## src/rtl/npc_pkg.sv

```systemverilog
package npc_pkg;
   typedef enum logic [2:0] {
      FLOW_SEQ = 3'd0,
      FLOW_BEQ = 3'd1,
      FLOW_BNE = 3'd2,
      FLOW_JMP = 3'd3,
      FLOW_JAL = 3'd4,
      FLOW_JR  = 3'd5
   } flow_op_e;
endpackage

```

## src/rtl/npc_target_gen.sv

```systemverilog
module npc_target_gen #(
   parameter int ADDR_W = 32,
   parameter int IMM_W  = 16,
   parameter int JIDX_W = 26
) (
   input  logic [ADDR_W-1:0] pc_i,
   input  logic [IMM_W-1:0]  imm_i,
   input  logic [JIDX_W-1:0] jidx_i,
   output logic [ADDR_W-1:0] seq_o,
   output logic [ADDR_W-1:0] br_o,
   output logic [ADDR_W-1:0] jmp_o
);
   localparam int EXT_W = ADDR_W - IMM_W - 2;
   localparam int REG_W = ADDR_W - JIDX_W - 2;

   generate
      if (EXT_W < 0) begin : g_bad_imm
         $error("npc_target_gen: IMM_W too wide for ADDR_W");
      end
      if (REG_W < 1) begin : g_bad_jidx
         $error("npc_target_gen: JIDX_W leaves no region bits");
      end
   endgenerate

   logic [ADDR_W-1:0] offs;

   always_comb begin
      seq_o = pc_i + ADDR_W'(4);
      offs  = {{EXT_W{imm_i[IMM_W-1]}}, imm_i, 2'b00};
      br_o  = seq_o + offs;
      jmp_o = {seq_o[ADDR_W-1 -: REG_W], jidx_i, 2'b00};
   end
endmodule

```

## src/rtl/npc_operand_cmp.sv

```systemverilog
module npc_operand_cmp #(
   parameter int W    = 32,
   parameter int IMPL = 0
) (
   input  logic [W-1:0] a_i,
   input  logic [W-1:0] b_i,
   output logic         eq_o
);
   generate
      if (IMPL == 0) begin : g_direct
         assign eq_o = (a_i == b_i);
      end else if (IMPL == 1) begin : g_xor_tree
         logic [W-1:0] diff;
         assign diff = a_i ^ b_i;
         assign eq_o = ~|diff;
      end else begin : g_bad
         $error("npc_operand_cmp: IMPL must be 0 or 1");
         assign eq_o = 1'b0;
      end
   endgenerate
endmodule

```

## src/rtl/npc_next_sel.sv

```systemverilog
module npc_next_sel
   import npc_pkg::*;
#(
   parameter int ADDR_W = 32
) (
   input  flow_op_e          op_i,
   input  logic [ADDR_W-1:0] pc_i,
   input  logic [ADDR_W-1:0] seq_i,
   input  logic [ADDR_W-1:0] br_i,
   input  logic [ADDR_W-1:0] jmp_i,
   input  logic [ADDR_W-1:0] reg_tgt_i,
   input  logic              eq_i,
   output logic [ADDR_W-1:0] next_o,
   output logic              misal_o,
   output logic              link_req_o
);
   always_comb begin
      next_o     = seq_i;
      misal_o    = 1'b0;
      link_req_o = 1'b0;
      unique case (op_i)
         FLOW_BEQ: next_o = eq_i ? br_i : seq_i;
         FLOW_BNE: next_o = eq_i ? seq_i : br_i;
         FLOW_JMP: next_o = jmp_i;
         FLOW_JAL: begin
            next_o     = jmp_i;
            link_req_o = 1'b1;
         end
         FLOW_JR: begin
            if (reg_tgt_i[1:0] != 2'b00) begin
               next_o  = pc_i;
               misal_o = 1'b1;
            end else begin
               next_o = reg_tgt_i;
            end
         end
         default: next_o = seq_i;
      endcase
   end
endmodule

```

## src/rtl/npc_unit.sv

```systemverilog
module npc_unit
   import npc_pkg::*;
#(
   parameter int          ADDR_W    = 32,
   parameter int          IMM_W     = 16,
   parameter int          JIDX_W    = 26,
   parameter int          REG_IDX_W = 5,
   parameter int          LINK_REG  = 31,
   parameter logic [31:0] RESET_PC  = 32'h0000_0000,
   parameter int          CMP_IMPL  = 0
) (
   input  logic                 clk,
   input  logic                 rst_n,
   input  logic                 adv_en,
   input  logic [2:0]           op_i,
   input  logic [IMM_W-1:0]     imm_i,
   input  logic [JIDX_W-1:0]    jidx_i,
   input  logic [ADDR_W-1:0]    opa_i,
   input  logic [ADDR_W-1:0]    opb_i,
   output logic [ADDR_W-1:0]    pc_o,
   output logic                 link_we_o,
   output logic [ADDR_W-1:0]    link_data_o,
   output logic [REG_IDX_W-1:0] link_idx_o,
   output logic                 misalign_o
);
   localparam logic [ADDR_W-1:0] PC_INIT = ADDR_W'(RESET_PC);

   generate
      if (RESET_PC[1:0] != 2'b00) begin : g_bad_reset
         $error("npc_unit: RESET_PC must be word aligned");
      end
      if (LINK_REG >= (1 << REG_IDX_W)) begin : g_bad_link
         $error("npc_unit: LINK_REG does not fit REG_IDX_W");
      end
   endgenerate

   flow_op_e          op;
   logic [ADDR_W-1:0] seq_t, br_t, jmp_t, next_pc;
   logic              eq, misal_c, link_req;

   assign op = flow_op_e'(op_i);

   npc_target_gen #(.ADDR_W(ADDR_W), .IMM_W(IMM_W), .JIDX_W(JIDX_W)) u_tgt (
      .pc_i  (pc_o),
      .imm_i (imm_i),
      .jidx_i(jidx_i),
      .seq_o (seq_t),
      .br_o  (br_t),
      .jmp_o (jmp_t)
   );

   npc_operand_cmp #(.W(ADDR_W), .IMPL(CMP_IMPL)) u_cmp (
      .a_i (opa_i),
      .b_i (opb_i),
      .eq_o(eq)
   );

   npc_next_sel #(.ADDR_W(ADDR_W)) u_sel (
      .op_i      (op),
      .pc_i      (pc_o),
      .seq_i     (seq_t),
      .br_i      (br_t),
      .jmp_i     (jmp_t),
      .reg_tgt_i (opa_i),
      .eq_i      (eq),
      .next_o    (next_pc),
      .misal_o   (misal_c),
      .link_req_o(link_req)
   );

   always_ff @(posedge clk) begin
      if (!rst_n) begin
         pc_o        <= PC_INIT;
         link_we_o   <= 1'b0;
         link_data_o <= '0;
         misalign_o  <= 1'b0;
      end else begin
         link_we_o  <= adv_en & link_req;
         misalign_o <= adv_en & misal_c;
         if (adv_en) begin
            pc_o <= next_pc;
            if (link_req) link_data_o <= seq_t;
         end
      end
   end

   assign link_idx_o = REG_IDX_W'(LINK_REG);


   hold_when_idle_chk: assert property (@(posedge clk) disable iff (!rst_n)
      !adv_en |=> ($stable(pc_o) && !link_we_o && !misalign_o));


   step_by_four_chk: assert property (@(posedge clk) disable iff (!rst_n)
      (adv_en && op_i == 3'd0) |=> (pc_o == $past(pc_o) + ADDR_W'(4)));


   link_return_chk: assert property (@(posedge clk) disable iff (!rst_n)
      (adv_en && op_i == 3'd4) |=> (link_we_o && link_data_o == $past(pc_o) + ADDR_W'(4)));


   misalign_hold_chk: assert property (@(posedge clk) disable iff (!rst_n)
      misalign_o |-> (pc_o == $past(pc_o)));


   pc_aligned_chk: assert property (@(posedge clk) disable iff (!rst_n)
      pc_o[1:0] == 2'b00);
endmodule

```

## config.mk

```make
export PLATFORM = sky130hd
export DESIGN_NAME = npc_unit
export DESIGN_NICKNAME = d
export VERILOG_FILES = /design/src/rtl/npc_pkg.sv /design/src/rtl/npc_target_gen.sv /design/src/rtl/npc_operand_cmp.sv /design/src/rtl/npc_next_sel.sv /design/src/rtl/npc_unit.sv
export SDC_FILE = /design/constraint.sdc
export NUM_CORES = 1
export LEC_CHECK = 0
export ABC_AREA = 1
export BUFFER_PORTS_ARGS = -buffer_cell sky130_fd_sc_hd__buf_4
export CAP_MARGIN = 0
export CORE_MARGIN = 5
export CORE_UTILIZATION = 38
export DETAILED_ROUTE_END_ITERATION = 6
export PLACE_DENSITY = 0.73
export SYNTH_ARGS = -nofsm -noshare
export SYNTH_HDL_FRONTEND = slang
export SYNTH_SLANG_ARGS = --single-unit
```

## constraint.sdc

```tcl
create_clock -name clk -period 5.8 [get_ports clk]
set_input_delay 0.87 -clock clk [delete_from_list [all_inputs] [get_ports clk]]
set_output_delay 0.87 -clock clk [all_outputs]
set_load 0.005 [all_outputs]
```

==> qor.yml, run 1 <==
placement:
  portBuffers: 177
  dp_hpwl_um: 19400
  pre_cts_ws_ns: 2.26
  place.gp.congestion: 0.996
cells_and_area:
  drive_gt1_frac: 0.187
  antenna_cells: 0
  regArea_sq_um: 1320
  multi_input_area_sq_um: 4310
  fin_nets: 1373
  area_growth_pct: 27.5
  fillers: 1757
critical_path:
  cp-start-kind: "register"
  cp-end-kind: "register"
  critPathArrivalTime_ns: 3.83
  path_class: "reg2reg"
  crit_fanout: 7
  required_ns: 6.03
  rrSetupSlack_ns: 2.20
sta:
  min_period_over_period: 0.620
  worst_pin_slew_ns: 0.567
  rsz0062_at_grt: "false"
  final-hold-violation-count: 0
  slew-limit-headroom: 0.622
  slew_violations: 0
  fmax_mhz: 278
  fin_ws_ns: 2.20
  fin_crit_ns: 3.60
  whs_ns: 0.452
  worst_clock_skew_ns: 0.00487
  finalSetupViolations: 0
  fin_setup_tns_ns: 0
logic_synthesis:
  synth_top_area_share: 0.207
  synthMuxAreaShare: 0
  synth_compound_gate_area_share: 0.197
  mappedNetlistArea_sq_um: 6390
  synth_edf_count: 0
  synth_top_family_by_area: "simple AND/OR/NAND/NOR gates"
  synthTopCellsByCount: "nand2_1, inv_1, nor2_1"
  async_flop_share: 0
  yosys_warnings: 0
  synth_area_leaders: "dfxtp_1, nand2_1, inv_1"
  synth_seq_cells: 66
  synth-adder-area-share: 0.0717
  synth.avg_cell_area_sq_um: 6.00
  yosysMostFrequentCell: "nand2_1"
  synth_top_flop_cell: "dfxtp_1"
  synth-xor-area-share: 0.0740
  synth_top_area_cell: "dfxtp_1"
  synth-simple-area-share: 0.328
  seq_area_frac_synth: 0.207
  netlist_instances: 1065
  ys_types: 44
drt:
  drt-total-wl_um: 23300
  vias_per_cell: 5.15
  drtPass1Iterations: 5
  ant_nets: 0
  drt_iter0_drc: 607
  wl_per_cell_um: 16.1
  drc: 0
  vias: 7465
clock_network:
  clk_latency_ns: 0.33
  numCtsBuffers: 9
  clockRootBuffer: "clkbuf_16"
  clock-sinks: 66
  cts_max_path_buffers: 2
  cts-resized-gates: 0
  postCtsHoldBufs: 0
  cts_tree: "built"
  htreeDepth: 3
  post-cts-setup-buffers: 0
  clk_pin_slew_worst_paths_ns: 0.05
power_and_ir_drop:
  irDropWorstVdd_mv: 0.160
  p_int_w: 0.00105
  power_switching_w: 0.000572
  leakage_nw: 4.20
  p_per_area_nw_per_um2: 200
  p_seq_frac: 0.319
  pwr-share-comb: 0.343
  swShare: 0.352
  clockPowerShare: 0.338
floorplan:
  die_area_sq_um: 19500
  die_w_um: 140
  boundaryPins: 183
  core.rowCount: 47
  start_util: 0.387
  dieHeight_um: 140
  core_area_sq_um: 16500
worst_hold_path:
  hp-class: "reg2reg"
run:
  maxCapViolCount: 0
global_route:
  grt_pass1_vias: 6889
  grt_max_degree: 63
  grt_pass1_wl_um: 36000
  overflow: 0
  antenna_found_initial: 0
  grt.total_usage: 0.229
outcome:
  outcome: "finished clean"
==> critical path, cell delays in order, from the launching register on <==
cell     delay, ns
dfxtp_1       0.49
nand2_1       0.16
nor3_1        0.24
nand2_1       0.08
nor2_1        0.24
nand4_1       0.19
xor2_1        0.46
inv_1         0.16
ha_1          0.35
nand2_1       0.07
nor2_1        0.16
nand2_1       0.11
nor3_1        0.29
nand2_1       0.10
nand2_1       0.07
nand2_1       0.05
nand3_1       0.07
nand4_1       0.09
nand2_1       0.08
inv_1         0.04
==> state kept, by name (all words and copies together) (netlist names) <==
| register | cells |
|---|---|
| misalign_o | 1 |
| link_we_o | 1 |
| link_data_o | 32 |
| pc_o | 32 |
==> routing by layer <==
metal	wire (um)	track usage	vias up	share of wire
li1	-	-	3754	-
met1	10100	0.290	3359	0.43
met2	10800	0.382	299	0.46
met3	1660	0.0504	53	0.071
met4	797	0.0847	0	0.034
met5	0	0	-	0
==> logic make-up after synthesis <==
logic type | Yosys count
xor gates and xnor gates | 54
buffers and inverters | 190
DFF | 66
adders and majority gates | 36
other | 1
AOI/OAI and AO/OA | 226
and+or+nand+nor | 492
==> power groups by stage <==
stage / combinational [W] / sequential, W / clock [W]
after floorplan: 0.000339 / 0.000518 / 0
after detailed placement: 0.000551 / 0.000527 / 0
final: 0.000557 / 0.000518 / 0.000550
after global placement: 0.000550 / 0.000527 / 0
after CTS: 0.000554 / 0.000517 / 0.000557
after global routing: 0.000620 / 0.000522 / 0.000579
==> final cells by class <==
class	instances	area share
clock buffers	10	0.0293
well taps	220	0.0338
repair buffers	180	0.166
clock inverters	6	0.00799
inverters	155	0.0714
flip-flops and latches	66	0.162
multi-input cells	813	0.529
==> path summary, 6_finish.rpt <==
| kind | start | endpoint | cells past startpoint |
|---|---|---|---|
| worst max-delay path | pc_o[12] | pc_o[31] | 19 |
| worst min-delay path | link_data_o[17] | link_data_o[17] | 2 |
| worst max register to register | pc_o[12] | pc_o[31] | 19 |
| worst min register to register | link_data_o[17] | link_data_o[17] | 2 |
==> stage by stage <==
stage	total power (W)	cells	area (sq um)	util
2_1_floorplan	0.000858	1069	6400	-
3_3_place_gp	0.00108	1434	7840	0.474
3_5_place_dp	0.00108	1434	7840	0.474
4_1_cts	0.00163	1450	8140	0.493
5_1_grt	0.00172	1450	8140	0.493
6_report	0.00163	1450	8140	0.493
==> placed cells by master (no fill, tap or decap), types with 4 or more instances in the layout <==
| cell | count |
|---|---|
| a21oi_1 | 87 |
| nand3b_1 | 4 |
| inv_2 | 8 |
| nand3_1 | 41 |
| ha_1 | 35 |
| nand2_1 | 283 |
| nor3_1 | 14 |
| o21ai_0 | 83 |
| buf_4 | 180 |
| clkbuf_16 | 9 |
| nand2_2 | 6 |
| dfxtp_1 | 66 |
| xnor2_1 | 35 |
| nor2_1 | 104 |
| xor2_1 | 19 |
| a21o_1 | 4 |
| o21ai_1 | 6 |
| a22oi_1 | 33 |
| o21bai_1 | 5 |
| inv_1 | 146 |
| nand4_1 | 17 |
| conb_1 | 5 |
| nor2_2 | 6 |
Power figures use the tool's default switching activity.
==> run 2: changes to the inputs <==
clock period = 3.5 ns   (was 5.8 ns; I/O delays follow)
==> qor.yml, run 2 (synthesis results as in run 1) <==
sta:
  fin_ws_ns: 0.209
  fmax_mhz: 304
  slew_violations: 0
  fin_setup_tns_ns: 0
  worst_pin_slew_ns: 0.616
  min_period_over_period: 0.940
  whs_ns: 0.414
  worst_clock_skew_ns: 0.0149
  finalSetupViolations: 0
  slew-limit-headroom: 0.588
  fin_crit_ns: 3.29
  final-hold-violation-count: 0
clock_network:
  clock-sinks: 66
  clk_latency_ns: 0.35
  numCtsBuffers: 9
  post-cts-setup-buffers: 0
  clockRootBuffer: "clkbuf_16"
  cts_max_path_buffers: 2
  clk_pin_slew_worst_paths_ns: 0.07
  htreeDepth: 3
  cts_tree: "built"
cells_and_area:
  fin_nets: 1401
  final_common_cell: "nand2_1"
  top_regs: "link_data_o (32), pc_o (32)"
  antenna_cells: 0
  drive_gt1_frac: 0.220
  utilization: 0.514
  layout_common_cells: "nand2_1, buf_4, inv_1, nor2_1, a21oi_1"
  area_growth_pct: 32.9
  stdcell_count: 1478
critical_path:
  path_class: "reg2reg"
  r2r_end: "pc_o[26]"
  crit_fanout: 6
  required_ns: 3.73
  rr_worst_depth: 17
  critPathArrivalTime_ns: 3.52
  cp-end-kind: "register"
  reg2reg_from: "pc_o[2]"
  rrSetupSlack_ns: 0.21
  cp-start-kind: "register"
power_and_ir_drop:
  p_seq_frac: 0.300
  pwr-share-comb: 0.348
  p_per_area_nw_per_um2: 338
  irDropWorstVdd_mv: 0.232
  leakage_nw: 4.35
  p_int_w: 0.00185
  power_switching_w: 0.00102
  clockPowerShare: 0.353
  swShare: 0.357
drt:
  drtPass1Iterations: 5
  drc: 0
  drt-total-wl_um: 25100
  wl_per_cell_um: 17.0
  ant_nets: 0
  vias: 7795
  drt_iter0_drc: 681
  vias_per_cell: 5.27
outcome:
  outcome: "finished clean"
floorplan:
  boundaryPins: 183
  die_area_sq_um: 19500
  die_w_um: 140
  core_area_sq_um: 16500
  start_util: 0.387
  core.rowCount: 47
  dieHeight_um: 140
placement:
  pre_cts_ws_ns: 0.0744
  dp.cells: 1462
  portBuffers: 177
  dp_hpwl_um: 20100
  place.gp.congestion: 0.970
worst_hold_path:
  hp-class: "in2reg"
  min_from: "adv_en"
  hold_end: "misalign_o"
  worstHoldPathCells: 3
global_route:
  antenna_found_initial: 0
  overflow: 0
  grt_pass1_vias: 7285
  grt_max_degree: 62
  grt_pass1_wl_um: 38400
  grt.total_usage: 0.245
run:
  maxCapViolCount: 0
==> run 2: stage by stage <==
stage	power (W)	cell area (sq um)
2_1_floorplan	0.00142	6400
3_3_place_gp	0.00183	8060
3_5_place_dp	0.00183	8060
4_1_cts	0.00284	8380
5_1_grt	0.00301	8490
6_report	0.00287	8490
==> run 2: worst max path at each step <==
stage,depth (start not counted),from,to
6_report,17,pc_o[2],pc_o[26]
5_1_grt,20,pc_o[2],pc_o[29]
4_1_cts,21,pc_o[2],pc_o[31]
3_5_place_dp,21,pc_o[2],pc_o[28]
3_3_place_gp,21,pc_o[2],pc_o[28]
2_1_floorplan,20,pc_o[2],pc_o[29]
==> run 2: layout make-up <==
cell class,instances,area [sq um]
clock buffer,9,225
tap,220,275
fill,1694,8030
clock inverter,7,100
sequential,66,1330
timing repair buffer,208,1560
multi-input combinational,813,4420
inverter,155,582
==> run 2: power by group through the flow <==
stage	Clock, W	Sequential (W)	Combinational [W]
after global routing	0.00105	0.000865	0.00110
after CTS	0.00102	0.000854	0.000970
after detailed placement	0	0.000870	0.000965
after floorplan	0	0.000859	0.000562
final	0.00101	0.000860	0.000998
after global placement	0	0.000870	0.000960
==> run 2: worst max-delay path: stages, from the launching register on <==
cell and delay [ns]:
dfxtp_2 0.40, nand3_2 0.12, nor2_4 0.17, nand2_4 0.10, nor3_4 0.17, a31oi_1 0.11, a21oi_1 0.39, ha_1 0.39
a21oi_1 0.20, o21ai_0 0.21, a21oi_1 0.16, nand2_1 0.11, nand2_1 0.08, nand2_1 0.07, nor2_1 0.09, nor2_1 0.04
a21boi_0 0.26, a21oi_1 0.11
==> run 2: per-layer routing <==
layer  up-vias  routed length [um]  GRT usage
met5         -                   0          0
met4         0                 829     0.0959
met3        49                1830     0.0449
met2       343               12100      0.419
met1      3578               10400      0.306
li1       3825                   -          -
==> run 2: timing repair <==
| action | CTS | global route |
|---|---|---|
| resized for setup | 0 | 24 |
| hold buffers | 0 | 0 |
| setup endpoints to repair | 0 | 15 |
